File: src/rtl/lt_pkg.sv
package lt_pkg;

    localparam logic [15:0] ADR_RATE     = 16'h0100;
    localparam logic [15:0] ADR_LANES    = 16'h0101;
    localparam logic [15:0] ADR_PATTERN  = 16'h0102;
    localparam logic [15:0] ADR_LANE_SET = 16'h0103;
    localparam logic [15:0] ADR_SPREAD   = 16'h0107;
    localparam logic [15:0] ADR_STATUS   = 16'h0202;
    localparam logic [15:0] ADR_POWER    = 16'h0600;

    localparam logic [7:0] POWER_D0     = 8'h01;
    localparam logic [7:0] SPREAD_HALF  = 8'h10;
    localparam logic [7:0] REV_NEW      = 8'h11;
    localparam logic [2:0] STATUS_BYTES = 3'd6;

    localparam int CR_REPEAT_MAX = 5;
    localparam int EQ_ADJUST_MAX = 5;

    typedef enum logic [4:0] {
        S_IDLE,
        S_POWER,
        S_SPREAD,
        S_LANES,
        S_RATE,
        S_PAT_OFF,
        S_PAT_SRC,
        S_PAT_SNK,
        S_LVL_DRV,
        S_LVL_SNK,
        S_SETTLE,
        S_WAIT,
        S_READ,
        S_EVAL,
        S_FIN_WAIT,
        S_FIN_SNK,
        S_FIN_SRC
    } lt_state_e;

endpackage

File: src/rtl/lt_lane_status.sv
module lt_lane_status (
    input  logic       active,
    input  logic [2:0] stat_bits,
    input  logic [3:0] adj_nib,
    output logic       cr_ok,
    output logic       eq_ok,
    output logic [1:0] swing,
    output logic [1:0] emph
);

    always_comb begin
        cr_ok = !active || stat_bits[0];
        eq_ok = !active || (stat_bits == 3'b111);
        swing = active ? adj_nib[1:0] : 2'd0;
        emph  = active ? adj_nib[3:2] : 2'd0;
    end

endmodule

File: src/rtl/lt_status_eval.sv
module lt_status_eval #(
    parameter int LANES  = 4,
    parameter int LCNT_W = 3
) (
    input  logic [LCNT_W-1:0]  lane_cnt,
    input  logic [4*LANES-1:0] lane_stat,
    input  logic [4*LANES-1:0] lane_adj,
    input  logic               align_ok,
    output logic               cr_all,
    output logic               eq_all,
    output logic [7:0]         level
);

    logic [LANES-1:0] cr_vec;
    logic [LANES-1:0] eq_vec;
    logic [1:0]       sw_vec [LANES];
    logic [1:0]       pe_vec [LANES];

    for (genvar g = 0; g < LANES; g++) begin : g_lane
        lt_lane_status u_lane (
            .active    (LCNT_W'(g) < lane_cnt),
            .stat_bits (lane_stat[4*g +: 3]),
            .adj_nib   (lane_adj[4*g +: 4]),
            .cr_ok     (cr_vec[g]),
            .eq_ok     (eq_vec[g]),
            .swing     (sw_vec[g]),
            .emph      (pe_vec[g])
        );
    end

    logic [1:0] sw_max;
    logic [1:0] pe_max;

    always_comb begin
        sw_max = 2'd0;
        pe_max = 2'd0;
        for (int i = 0; i < LANES; i++) begin
            if (sw_vec[i] > sw_max) sw_max = sw_vec[i];
            if (pe_vec[i] > pe_max) pe_max = pe_vec[i];
        end
        cr_all = &cr_vec;
        eq_all = align_ok && (&eq_vec);
        level  = {2'b00, (pe_max == 2'd3), pe_max, (sw_max == 2'd3), sw_max};
    end

endmodule

File: src/rtl/lt_seq.sv
module lt_seq #(
    parameter int LANES      = 4,
    parameter int CYC_PER_US = 100,
    parameter int TMR_W      = 32
) (
    input  logic        clk,
    input  logic        rst_n,
    input  logic        start,
    input  logic [7:0]  sink_rev,
    input  logic        spread_cap,
    input  logic        tps3_ok,
    input  logic [2:0]  lane_cnt,
    input  logic [7:0]  rate_code,
    input  logic [7:0]  rd_interval,
    output logic        reg_req,
    output logic        reg_rd,
    output logic [15:0] reg_addr,
    output logic [7:0]  reg_wdata,
    output logic [2:0]  reg_len,
    input  logic        reg_ack,
    input  logic        reg_err,
    input  logic [47:0] reg_rdata,
    output logic        drv_req,
    output logic [1:0]  drv_pattern,
    output logic [7:0]  drv_level,
    input  logic        drv_ack,
    output logic        busy,
    output logic        done,
    output logic        pass
);
    import lt_pkg::*;

    localparam int NIB_W = 4 * LANES;
    localparam logic [TMR_W-1:0] SETTLE_CYC = TMR_W'(400 * CYC_PER_US);
    localparam logic [TMR_W-1:0] CR_POLL    = TMR_W'(100 * CYC_PER_US);
    localparam logic [TMR_W-1:0] EQ_POLL    = TMR_W'(400 * CYC_PER_US);
    localparam logic [TMR_W-1:0] MS4_CYC    = TMR_W'(4000 * CYC_PER_US);

    typedef struct packed {
        lt_state_e        st;
        logic             eq;
        logic             first;
        logic [2:0]       tries;
        logic [1:0]       lastv;
        logic             lastv_vld;
        logic [1:0]       pattern;
        logic [7:0]       level;
        logic [TMR_W-1:0] cnt;
        logic [NIB_W-1:0] lstat;
        logic             align;
        logic [NIB_W-1:0] ladj;
        logic             pass;
        logic             done;
    } seq_t;

    seq_t q, d;

    logic       cr_all, eq_all;
    logic [7:0] new_level;

    lt_status_eval #(.LANES(LANES), .LCNT_W(3)) u_eval (
        .lane_cnt  (lane_cnt),
        .lane_stat (q.lstat),
        .lane_adj  (q.ladj),
        .align_ok  (q.align),
        .cr_all    (cr_all),
        .eq_all    (eq_all),
        .level     (new_level)
    );

    logic [TMR_W-1:0] poll_cyc;
    always_comb begin
        if (rd_interval == 8'd0) poll_cyc = q.eq ? EQ_POLL : CR_POLL;
        else                     poll_cyc = TMR_W'(rd_interval) * MS4_CYC;
    end

    always_comb begin
        d      = q;
        d.done = 1'b0;
        unique case (q.st)
            S_IDLE: if (start) begin
                d.pass = 1'b0;
                d.eq   = 1'b0;
                d.st   = (sink_rev >= REV_NEW) ? S_POWER : S_SPREAD;
            end
            S_POWER:  if (reg_ack) d.st = S_SPREAD;
            S_SPREAD: if (reg_ack) d.st = S_LANES;
            S_LANES:  if (reg_ack) d.st = S_RATE;
            S_RATE:   if (reg_ack) d.st = S_PAT_OFF;
            S_PAT_OFF: if (reg_ack) begin
                d.st        = S_PAT_SRC;
                d.pattern   = 2'd1;
                d.level     = 8'h00;
                d.first     = 1'b1;
                d.tries     = 3'd0;
                d.lastv_vld = 1'b0;
            end
            S_PAT_SRC: if (drv_ack) d.st = S_PAT_SNK;
            S_PAT_SNK: if (reg_ack) begin
                if (q.eq) begin
                    d.st  = S_WAIT;
                    d.cnt = poll_cyc - 1'b1;
                end else begin
                    d.st = S_LVL_SNK;
                end
            end
            S_LVL_DRV: if (drv_ack) d.st = S_LVL_SNK;
            S_LVL_SNK: if (reg_ack) begin
                if (q.first) begin
                    d.first = 1'b0;
                    d.st    = S_SETTLE;
                    d.cnt   = SETTLE_CYC - 1'b1;
                end else begin
                    d.st  = S_WAIT;
                    d.cnt = poll_cyc - 1'b1;
                end
            end
            S_SETTLE: begin
                if (q.cnt == '0) begin
                    d.st  = S_WAIT;
                    d.cnt = poll_cyc - 1'b1;
                end else d.cnt = q.cnt - 1'b1;
            end
            S_WAIT: begin
                if (q.cnt == '0) d.st = S_READ;
                else             d.cnt = q.cnt - 1'b1;
            end
            S_READ: if (reg_ack) begin
                d.lstat = reg_rdata[NIB_W-1:0];
                d.align = reg_rdata[16];
                d.ladj  = reg_rdata[32 +: NIB_W];
                if (reg_err) begin
                    d.pass = 1'b0;
                    d.st   = S_FIN_WAIT;
                    d.cnt  = SETTLE_CYC - 1'b1;
                end else d.st = S_EVAL;
            end
            S_EVAL: begin
                d.st  = S_FIN_WAIT;
                d.cnt = SETTLE_CYC - 1'b1;
                if (!q.eq) begin
                    if (cr_all) begin
                        d.eq      = 1'b1;
                        d.tries   = 3'd0;
                        d.pattern = tps3_ok ? 2'd3 : 2'd2;
                        d.st      = S_PAT_SRC;
                    end else if (!q.level[2]) begin
                        d.lastv     = q.level[1:0];
                        d.lastv_vld = 1'b1;
                        if (q.lastv_vld && (q.level[1:0] == q.lastv)) begin
                            d.tries = q.tries + 3'd1;
                        end else begin
                            d.tries = 3'd0;
                        end
                        if (!(q.lastv_vld && (q.level[1:0] == q.lastv) &&
                              (q.tries == 3'(CR_REPEAT_MAX - 1)))) begin
                            d.level = new_level;
                            d.st    = S_LVL_DRV;
                        end
                    end
                end else begin
                    if (eq_all) begin
                        d.pass = 1'b1;
                    end else if (q.tries <= 3'(EQ_ADJUST_MAX)) begin
                        d.level = new_level;
                        d.tries = q.tries + 3'd1;
                        d.st    = S_LVL_DRV;
                    end
                end
            end
            S_FIN_WAIT: begin
                if (q.cnt == '0) d.st = S_FIN_SNK;
                else             d.cnt = q.cnt - 1'b1;
            end
            S_FIN_SNK: if (reg_ack) begin
                d.st      = S_FIN_SRC;
                d.pattern = 2'd0;
            end
            S_FIN_SRC: if (drv_ack) begin
                d.st   = S_IDLE;
                d.done = 1'b1;
            end
            default: d.st = S_IDLE;
        endcase
    end

    always_ff @(posedge clk or negedge rst_n) begin
        if (!rst_n) q <= '0;
        else        q <= d;
    end

    always_comb begin
        reg_req   = 1'b1;
        reg_rd    = 1'b0;
        reg_addr  = ADR_PATTERN;
        reg_wdata = 8'h00;
        reg_len   = 3'd1;
        drv_req   = 1'b0;
        unique case (q.st)
            S_POWER:  begin reg_addr = ADR_POWER;  reg_wdata = POWER_D0; end
            S_SPREAD: begin
                reg_addr  = ADR_SPREAD;
                reg_wdata = spread_cap ? SPREAD_HALF : 8'h00;
            end
            S_LANES: begin
                reg_addr  = ADR_LANES;
                reg_wdata = {(sink_rev >= REV_NEW), 4'b0000, lane_cnt};
            end
            S_RATE:    begin reg_addr = ADR_RATE; reg_wdata = rate_code; end
            S_PAT_OFF, S_FIN_SNK: reg_wdata = 8'h00;
            S_PAT_SNK: reg_wdata = {6'b0, q.pattern};
            S_LVL_SNK: begin
                reg_addr  = ADR_LANE_SET;
                reg_wdata = q.level;
                reg_len   = lane_cnt;
            end
            S_READ: begin
                reg_rd   = 1'b1;
                reg_addr = ADR_STATUS;
                reg_len  = STATUS_BYTES;
            end
            S_PAT_SRC, S_LVL_DRV, S_FIN_SRC: begin
                reg_req = 1'b0;
                drv_req = 1'b1;
            end
            default: reg_req = 1'b0;
        endcase
        drv_pattern = q.pattern;
        drv_level   = q.level;
        busy        = (q.st != S_IDLE);
        done        = q.done;
        pass        = q.pass;
    end

endmodule

File: config.mk
export PLATFORM = sky130hd
export DESIGN_NAME = lt_seq
export DESIGN_NICKNAME = d
export VERILOG_FILES = /design/src/rtl/lt_pkg.sv /design/src/rtl/lt_lane_status.sv /design/src/rtl/lt_status_eval.sv /design/src/rtl/lt_seq.sv
export SDC_FILE = /design/constraint.sdc
export NUM_CORES = 1
export LEC_CHECK = 0
export ABC_AREA = 1
export BUFFER_PORTS_ARGS = -buffer_cell sky130_fd_sc_hd__buf_4
export CORE_MARGIN = 5
export CORE_UTILIZATION = 50
export CTS_CLUSTER_DIAMETER = 60
export DETAILED_ROUTE_END_ITERATION = 10
export GPL_TIMING_DRIVEN = 0
export MAX_ROUTING_LAYER = met4
export PLACE_DENSITY_LB_ADDON = 0.08
export SLEW_MARGIN = 20
export SYNTH_ARGS = -nofsm -noshare
export SYNTH_HDL_FRONTEND = slang
export SYNTH_SLANG_ARGS = --single-unit
File: constraint.sdc
create_clock -name clk -period 2.5 [get_ports clk]
set_clock_uncertainty 0.2 [all_clocks]
set_input_delay 0.125 -clock clk [delete_from_list [all_inputs] [get_ports clk]]
set_output_delay 0.125 -clock clk [all_outputs]
set_load 0.01 [all_outputs]
==> qor.txt, run 1 <==
Final cell count without fillers: 1,618
Vias/cell: 5.19
Diode count: 0
Vias in the first global route: 8,105
Fin Setup TNS: -18.66 ns
Final setup violation count: 24
HPWL after detailed placement: 17.5 mm
PD cells: 963 nW/um2
Post-Place Worst Slack: -1.54 ns
CP Launch Type: primary input
Min Hold Slack: 0.0521 ns
Clock sink count: 84
Row count: 47
WL/cell: 14.8 um
Reg2Reg Setup Slack: -0.37 ns
Core box area: 16,500 um2
Antenna-violating nets left: 0
Synth Instances: 1,204
Crit path largest cell delay: 0.49 ns
Setup crit start: rd_interval[4]
Initial Utilization: 50.7%
# H-tree levels: 3
Critical path type: in2reg
First-pass GRT wire length: 38.9 mm
TritonCTS buffer count: 9
Number of cells on the worst reg-to-reg path: 21
Initial antenna violation count: 0
Crit path to: q[63]
# fillers: 1,406
Post-Syn Area per Cell: 6.96 um2
Share of cells above drive strength 1: 30.3%
Max rail drop VDD: 0.484 mV
Top FF cell, synth: dfrtp_1
R2r endpoint: drv_level[5]
Residual DRC: 0
Port Buffers: 93
GRT Overall Usage: 24.7%
Die ar.: 19,400 um2
Crit path cell chain: buf_12, ha_4, ha_4, inv_4, fa_1, inv_1, fa_1, ha_4, nand2_2, nand2_2, inv_2, nand2_4, nand2_4, nand3_4, inv_2, nor2_4, nand2_4, nor2_8, nand4_4, nor2_4, nand3_2, nand2_1, nor2_1, nor2_1
Io pins: 126
Clk buf depth: 2
Largest net degree at the start of global routing: 85
Die width: 139 um
Layout net count: 1,569
Synth unique cells: 65
Cell Area, Synth: 8380 um2
Placed cells: 1,528
Routed wire length: 24.0 mm
Post-synth ARST share: 100%
Total grt overflow: 0
Clock root cell: clkbuf_16
Leakage Power: 5.78 nW
CTS tree: built
Final GP Congestion: 0.927
Failing checks: negative setup slack
Pins over their slew limit: 0
Placed Area: 9660 um2
Sequential area share after synthesis: 25.1%
Via Count: 8,405
Final worst setup slack: -1.00 ns
Die H: 139 um
Synth warn: 0
Worst EP arrival: 3.58 ns
Final instance area: 11,400 um2
Worst relative slew slack: 46.9%
CTS clk-pin slew, worst paths: 0.07 ns
Layout overhead on the synthesized area: 35.8%
CP Max Fanout: 5
Maxcap violations: 0
RSZ-0062 raised after global routing: yes
Minimum clock period: 3.50 ns
Final Hold Fails: 0
Initial DRC count: 450
Crit path max-delay cell type: fa_1
Pre-antenna DRT Iters: 5
Register bit total from synthesis: 84
Crit share post-route: 140%
Fmax: 0.286 GHz
Kind of end point of the critical path: flop
Worst-Skew Late Latency: 0.35 ns
Slew @ Worst Pin: 0.797 ns
Required @ worst endpoint: 2.58 ns
Status: finished, violations left
Post-synth EDFFs: 0
Launch point of the worst reg-to-reg path: q[4]
Hold crit path type: in2reg
layout by cell type, fill, tap and decap left out, types with 13 or more instances in the layout:
cell type / Yosys / routed
inv_1: 162 / 151
buf_4: 22 / 143
nand3_1: 73 / 51
nand2_1: 314 / 276
dlygate4sd3_1: 0 / 34
nor3_1: 17 / 17
xor2_1: 14 / 13
a21oi_1: 35 / 25
nand2_2: 12 / 39
ha_1: 80 / 53
nor2_1: 133 / 108
ha_4: 0 / 26
nor2_2: 14 / 24
a21oi_2: 4 / 14
inv_2: 20 / 29
dfrtp_1: 84 / 83
o21ai_1: 15 / 13
nand3_2: 7 / 23
nand4_1: 21 / 21
o21ai_0: 37 / 30
nor2_4: 9 / 24
per-layer routing:
metal / wire, um / part of all wire [%] / up-vias / track usage (%)
li1: - / - / 4273 / -
met4: 520 / 2.2 / 0 / 7.05
met2: 11600 / 48 / 176 / 40.4
met1: 11000 / 46 / 3917 / 32.5
met5: 0 / 0 / - / -
met3: 875 / 3.6 / 39 / 2.64
report_power, final:
group / internal (mW) / switching [mW] / leakage (nW)
clock: 0.783 / 0.600 / 0.148
sequential: 1.89 / 0.471 / 1.04
combinational: 3.03 / 4.18 / 4.59
total: 5.70 / 5.25 / 5.78
cell families (layout without fill, tap and decap cells):
kind of cell,after synthesis,in the layout,share of synthesized area [%]
fa+ha+maj,92,92,14.8
xor+xnor,18,18,1.88
buf+inv,223,406,11.4
other cells,1,12,0.0448
flops,84,84,25.1
simple gates,627,627,34.3
compound gates,159,159,12.5
worst min path at each step:
stage | startpoint | cells after the start | endpoint | slack (ns)
floorplan | rst_n | 0 | done | -0.37
global placement | reg_rdata[43] | 3 | q[13] | 0.13
detailed placement | reg_rdata[33] | 3 | q[3] | 0.13
CTS | reg_err | 6 | q[86] | 0.04
global route | reg_err | 6 | q[86] | 0.08
finish | lane_cnt[2] | 4 | drv_level[5] | 0.05
sequential cells by signal, summed over array words and instances, names as in the netlist:
register / flops
drv_level: 6
done: 1
q: 74
drv_pattern: 2
pass: 1
through the flow:
step	utilization (%)	total power, mW
2_1_floorplan	-	6.68
3_3_place_gp	58.5	8.02
3_5_place_dp	58.5	8.13
4_1_cts	66.1	10.2
5_1_grt	68.8	11.9
6_report	68.8	11.0
repair_timing:
item | 4_1_cts | 5_1_grt
pin swaps | 56 | 58
endpoints found under the hold margin | 119 | 0
setup endpoints to repair | 33 | 47
cloned | 0 | 0
hold buffers | 34 | 0
setup buffers | 25 | 16
gates resized for setup | 94 | 84
cell type report:
cell class | instances | area (um2) | share of cell area, %
timing repair buffer | 168 | 1430 | 12.5
inverter | 187 | 722 | 6.35
clock buffer | 9 | 225 | 1.98
multi-input combinational | 908 | 6270 | 55.2
buffer | 36 | 274 | 2.41
sequential | 84 | 2100 | 18.5
clock inverter | 6 | 72.6 | 0.638
tap | 220 | 275 | 2.42
cells in the mapped netlist, types with 3 or more instances:
library cell,n,area share [%]
xnor2_1,4,0.42
a22oi_1,5,0.45
a32oi_1,5,0.52
nand4_1,21,1.6
fa_1,12,2.9
nand3_2,7,0.84
a31oi_1,5,0.37
dfrtp_1,84,25
nand3b_1,6,0.54
o2111ai_1,4,0.42
a22oi_2,3,0.45
o21ai_2,3,0.31
nor3_2,3,0.36
buf_2,5,0.30
nand3_1,73,4.4
nor2_2,14,1.0
nor2_4,9,1.2
clkinv_1,3,0.13
o21ai_0,37,2.2
a21oi_1,35,2.1
o21ai_1,15,0.90
o211ai_1,11,0.99
clkbuf_1,7,0.31
o31ai_1,3,0.27
nor2_1,133,6.0
nor3_1,17,1.0
nand2_1,314,14
buf_4,22,2.0
a21oi_2,4,0.42
or2_2,3,0.22
a32o_1,3,0.36
inv_2,20,0.90
xor2_1,14,1.5
ha_1,80,12
o22ai_1,8,0.60
nand2_2,12,0.90
nor2_8,3,0.72
inv_1,162,7.3
critical path: cells and delay by family:
family | cells | cell delay, ns
fa+ha+maj | 5 | 1.81
simple gates | 14 | 1.32
buf+inv | 5 | 0.31
(Power assumes the default switching activity.)
==> run 2, diff against run 1 <==
Settings changed: CORE_UTILIZATION 50 to 45.
==> qor.txt, run 2 (synthesis results as in run 1) <==
Reg2Reg Setup Slack: -0.43 ns (was -0.37 ns)
Die H: 146 um (was 139 um)
Internal Power: 5.83 mW (was 5.70 mW)
Pre-antenna DRT Iters: 5 (unchanged)
Vias in the first global route: 8,178 (was 8,105)
TritonCTS buffer count: 9 (unchanged)
First-pass GRT wire length: 39.6 mm (was 38.9 mm)
Switching part of the total: 48.2% (was 47.9%)
# fillers: 1,628 (was 1,406)
Slew @ Worst Pin: 0.818 ns (was 0.797 ns)
Register with the most flip-flops: q (unchanged)
Final setup violation count: 24 (unchanged)
Final cell count without fillers: 1,640 (was 1,618)
Gate power share: 66.7% (was 65.8%)
Share of cells above drive strength 1: 32.5% (was 30.3%)
Die ar.: 21,400 um2 (was 19,400 um2)
Kind of end point of the critical path: flop (unchanged)
Antenna-violating nets left: 0 (unchanged)
Leakage Power: 5.81 nW (was 5.78 nW)
Maxcap violations: 0 (unchanged)
Clock sink count: 84 (unchanged)
Residual DRC: 0 (unchanged)
Hold crit path type: in2reg (unchanged)
Initial DRC count: 496 (was 450)
Met3 Usage GRT: 2.85% (was 2.64%)
Final worst setup slack: -0.875 ns (was -1.00 ns)
Routed wire length: 24.3 mm (was 24.0 mm)
Largest net degree at the start of global routing: 85 (unchanged)
Diode count: 0 (unchanged)
Layout net count: 1,581 (was 1,569)
Worst-Skew Late Latency: 0.36 ns (was 0.35 ns)
Die width: 146 um (was 139 um)
Seq pwr share: 21.0% (was 21.6%)
WL/cell: 14.8 um (about the same)
Crit path cell chain: buf_12, ha_4, ha_4, inv_2, fa_1, inv_1, fa_2, ha_4, inv_1, nand2_1, nand2_1, nand2_1, nand2_2, nand3_2, nor2_4, nand2_4, nor2_8, nand4_4, buf_4, a21oi_1, o21ai_1, a21oi_1 (was buf_12, ha_4, ha_4, inv_4, fa_1, inv_1, fa_1, ha_4, nand2_2, nand2_2, inv_2, nand2_4, nand2_4, nand3_4, inv_2, nor2_4, nand2_4, nor2_8, nand4_4, nor2_4, nand3_2, nand2_1, nor2_1, nor2_1)
Final instance area: 11,500 um2 (was 11,400 um2)
Crit share post-route: 135% (was 140%)
Io pins: 126 (unchanged)
Final GP Congestion: 0.937 (was 0.927)
Crit path largest cell delay: 0.54 ns (was 0.49 ns)
Port Buffers: 93 (unchanged)
Worst EP arrival: 3.46 ns (was 3.58 ns)
Grt peak-use layer: met2 (unchanged)
Largest register FFs: 74 (unchanged)
Row count: 49 (was 47)
Via Count: 8,418 (was 8,405)
RSZ-0062 raised after global routing: yes (unchanged)
Crit path max-delay cell type: fa_2 (was fa_1)
# H-tree levels: 3 (unchanged)
GRT Overall Usage: 22.8% (was 24.7%)
Initial antenna violation count: 0 (unchanged)
Most frequent cells in the layout: nand2_1 (267), buf_4 (160), inv_1 (143), nor2_1 (112), dfrtp_1 (83) (was nand2_1 (276), inv_1 (151), buf_4 (143), nor2_1 (108), dfrtp_1 (83))
Initial Utilization: 46.2% (was 50.7%)
Worst relative slew slack: 45.5% (was 46.9%)
CTS clk-pin slew, worst paths: 0.08 ns (was 0.07 ns)
Status: finished, violations left (unchanged)
Clock root cell: clkbuf_16 (unchanged)
GRT met2 Usage: 36.9% (was 40.4%)
Total grt overflow: 0 (unchanged)
Net Switching: 5.43 mW (was 5.25 mW)
Final Hold Fails: 0 (unchanged)
Post-Place Worst Slack: -1.55 ns (was -1.54 ns)
Placed cells: 1,537 (was 1,528)
CP Max Fanout: 5 (unchanged)
Critical path type: in2reg (unchanged)
Clk buf depth: 2 (unchanged)
Core box area: 18,100 um2 (was 16,500 um2)
Required @ worst endpoint: 2.58 ns (about the same)
Placed Area: 9670 um2 (was 9660 um2)
Fin Setup TNS: -16.13 ns (was -18.66 ns)
Layout overhead on the synthesized area: 37.3% (was 35.8%)
Min Hold Slack: 0.0397 ns (was 0.0521 ns)
Fmax: 0.296 GHz (was 0.286 GHz)
CP Launch Type: primary input (unchanged)
PD cells: 980 nW/um2 (was 963 nW/um2)
Minimum clock period: 3.38 ns (was 3.50 ns)
Max rail drop VDD: 0.619 mV (was 0.484 mV)
Vias/cell: 5.13 (was 5.19)
Clk pwr share: 12.3% (was 12.6%)
Pins over their slew limit: 0 (unchanged)
HPWL after detailed placement: 18.1 mm (was 17.5 mm)
CTS tree: built (unchanged)
Failing checks: negative setup slack (unchanged)
GRT met1 Usage: 30.7% (was 32.5%)
Most common library cell in the layout ignoring fill and taps: nand2_1 (unchanged)
run 2: through the flow:
stage	utilization (%)	total power, mW
3_5_place_dp	53.3	8.16
3_3_place_gp	53.3	8.07
6_report	63.4	11.3
4_1_cts	60.6	10.5
2_1_floorplan	-	6.68
5_1_grt	63.4	12.2
run 2: repair_timing:
item | CTS | global route
gates resized for setup | 100 | 91
pin swaps | 65 | 49
hold buffers | 34 | 0
buffers inserted | 30 | 23
hold endpoints to repair | 119 | 0
setup endpoints to repair | 29 | 50
run 2: cell type report:
type	count	area, um2	share of cell area (%)
multi-input cells	908	6320	54.9
flip-flops and latches	84	2100	18.3
repair buffers	180	1500	13.0
inverters	187	714	6.21
well taps	229	287	2.49
plain buffers	36	274	2.38
clock buffers	9	225	1.96
clock inverters	7	78.8	0.685
run 2: path summary, 6_finish.rpt:
check	startpoint	depth (start not counted)	to
max	rd_interval[2]	22	q[57]
min	lane_cnt[2]	4	drv_level[5]
max reg2reg	q[2]	20	drv_level[2]
min reg2reg	q[29]	2	q[29]
max in group asynchronous	rst_n	2	q[89]
min in group asynchronous	rst_n	2	q[60]
run 2: layer usage:
| layer | vias to the layer above | share of wire [%] |
|---|---|---|
| li1 | 4296 | - |
| met1 | 3915 | 46 |
| met4 | 0 | 1.4 |
| met2 | 181 | 49 |
| met5 | - | 0 |
| met3 | 26 | 3.8 |
run 2: power groups by stage:
stage                     Clock, mW  Sequential (mW)  Combinational [mW]
final                          1.39             2.37                7.51
after global routing           1.46             2.44                8.30
after CTS                      1.41             2.36                6.72
after detailed placement          0             2.37                5.79
after global placement            0             2.36                5.71
after floorplan                   0             2.25                4.43
run 2: critical path, delay by kind of cell:
kind / cells / cell delay (ns)
compound gates: 3 / 0.33
fa+ha+maj: 5 / 1.73
simple gates: 9 / 0.87
buf+inv: 5 / 0.40
==> run 3, diff against run 2 <==
Clock period 2.5 ns to 3.4 ns, I/O delays scaled along.
==> qor.txt, run 3 (synthesis results as in run 1) <==
Status: finished, violations left (unchanged)
Failing checks: negative setup slack (unchanged)
Via Count: 8,318 (was 8,418)
Final Util: 59.5% (was 63.4%)
CTS tree: built (unchanged)
Maxcap violations: 0 (unchanged)
Clock sink count: 84 (unchanged)
Antenna-violating nets left: 0 (unchanged)
Met3 Usage GRT: 2.85% (unchanged)
Switching part of the total: 48.2% (about the same)
Largest register FFs: 74 (unchanged)
Clock root cell: clkbuf_16 (unchanged)
Worst EP arrival: 3.49 ns (was 3.46 ns)
Max rail drop VDD: 0.352 mV (was 0.619 mV)
Most common library cell in the layout ignoring fill and taps: nand2_1 (unchanged)
Diode count: 0 (unchanged)
Io pins: 126 (unchanged)
CP Max Fanout: 5 (unchanged)
Die width: 146 um (unchanged)
Final Hold Fails: 0 (unchanged)
Share of cells above drive strength 1: 25.0% (was 32.5%)
Critical path type: in2reg (unchanged)
Core box area: 18,100 um2 (unchanged)
Final worst setup slack: -0.0246 ns (was -0.875 ns)
PD cells: 694 nW/um2 (was 980 nW/um2)
Total grt overflow: 0 (unchanged)
First-pass GRT wire length: 38.4 mm (was 39.6 mm)
Die H: 146 um (unchanged)
Slew @ Worst Pin: 0.802 ns (was 0.818 ns)
Worst-Skew Late Latency: 0.35 ns (was 0.36 ns)
Internal Power: 3.88 mW (was 5.83 mW)
Minimum clock period: 3.42 ns
Net Switching: 3.61 mW (was 5.43 mW)
GRT Overall Usage: 22.1% (was 22.8%)
TritonCTS buffer count: 9 (unchanged)
Largest net degree at the start of global routing: 85 (unchanged)
WL/cell: 14.4 um (was 14.8 um)
Leakage Power: 5.57 nW (was 5.81 nW)
Vias/cell: 5.17 (was 5.13)
GRT met2 Usage: 35.3% (was 36.9%)
# fillers: 1,735 (was 1,628)
Clk buf depth: 2 (unchanged)
CTS clk-pin slew, worst paths: 0.07 ns (was 0.08 ns)
Total power: 7.49 mW (was 11.3 mW)
Seq pwr share: 23.1% (was 21.0%)
Pre-antenna DRT Iters: 5 (unchanged)
Grt peak-use layer: met2 (unchanged)
Row count: 49 (unchanged)
Vias in the first global route: 7,840 (was 8,178)
Routed wire length: 23.1 mm (was 24.3 mm)
Initial Utilization: 46.2% (unchanged)
Worst relative slew slack: 46.5% (was 45.5%)
Gate power share: 62.7% (was 66.7%)
Initial DRC count: 516 (was 496)
Kind of end point of the critical path: flop (unchanged)
Required @ worst endpoint: 3.47 ns (was 2.58 ns)
# H-tree levels: 3 (unchanged)
Pins over their slew limit: 0 (unchanged)
Die ar.: 21,400 um2 (unchanged)
Final GP Congestion: 0.928 (was 0.937)
Register with the most flip-flops: q (unchanged)
Most frequent cells in the layout: nand2_1 (287), inv_1 (152), buf_4 (132), nor2_1 (120), dfrtp_1 (84) (was nand2_1 (267), buf_4 (160), inv_1 (143), nor2_1 (112), dfrtp_1 (83))
Fmax: 0.292 GHz
Clk pwr share: 14.2% (was 12.3%)
Residual DRC: 0 (unchanged)
Layout net count: 1,549 (was 1,581)
RSZ-0062 raised after global routing: yes (unchanged)
Crit share post-route: 101%
Hold crit path type: in2reg (unchanged)
GRT met1 Usage: 29.7% (was 30.7%)
HPWL after detailed placement: 18.0 mm (was 18.1 mm)
Initial antenna violation count: 0 (unchanged)
Final setup violation count: 4 (was 24)
Layout overhead on the synthesized area: 28.8% (was 37.3%)
CP Launch Type: primary input (unchanged)
Port Buffers: 93 (unchanged)
## run 3: cell types whose count changed in the layout (fill, tap and decap cells not counted), sizes merged
| cell | previous run | this run |
|---|---|---|
| inv | 188 | 187 |
| clkbuf | 17 | 16 |
| bufinv | 0 | 1 |
| buf | 174 | 143 |
## run 3: final timing paths
kind	start	end	slack (ns)	cells past startpoint
worst min-delay path	reg_err	q[86]	0.1	6
worst max-delay path	rd_interval[2]	q[64]	-0.02	20
worst min register to register	q[10]	q[10]	0.27	2
max in group asynchronous	rst_n	q[16]	2.21	2
min in group asynchronous	rst_n	q[65]	0.25	2
worst max register to register	q[4]	drv_level[5]	0.40	21
## run 3: stage by stage
step	cell area [um2]	TNS [ns]	hold slack [ns]	cells	worst slack, ns
final	10800	-0.0659	0.0989	1608	-0.0246
after global routing	10800	-2.29	0.126	1608	-0.234
after CTS	10600	-0.212	0.0902	1602	-0.0629
after detailed placement	9570	-8.21	0.176	1537	-0.693
after global placement	9570	-7.57	0.171	1537	-0.662
after floorplan	8590	-0.300	-0.326	1215	-0.0863
## run 3: cell type report
cell class	count	area [um2]	area share, %
Clock buffer	9	225	2.09
Tap cell	229	287	2.66
Buffer	36	248	2.30
Sequential cell	84	2100	19.5
Multi-Input combinational cell	908	5910	54.8
Inverter	187	711	6.59
Clock inverter	7	88.8	0.823
Timing Repair Buffer	148	1220	11.3
## run 3: power groups by stage
stage	Clock [mW]	Sequential, mW	Combinational (mW)
after detailed placement	0	1.74	4.16
after global placement	0	1.73	4.10
after global routing	1.13	1.78	5.28
final	1.06	1.73	4.70
after CTS	1.09	1.72	4.50
after floorplan	0	1.65	3.16
## run 3: metal layers
metal	up-vias	wire length (um)
met5	-	0
met4	0	439
met3	36	927
met2	193	10800
met1	3848	10900
li1	4241	-
## run 3: timing repair
action,CTS,global route
endpoints found under the setup margin,13,21
hold buffers,34,0
setup buffers,15,6
gates resized for setup,53,41
pin swaps,36,37
endpoints found under the hold margin,119,0
## run 3: worst max-delay path, stage by stage
cell and delay (ns):
buf_12 0.11, ha_4 0.24, ha_4 0.26, inv_2 0.03
fa_1 0.47, inv_1 0.05, fa_1 0.48, ha_4 0.32
nand2_2 0.08, nand2_1 0.07, nand2_1 0.06, nand2_2 0.11
nand3_2 0.10, nor2_4 0.15, nand2_4 0.09, nor2_8 0.14
nand4_4 0.11, nor2_4 0.18, nand3_1 0.14, a31oi_1 0.15
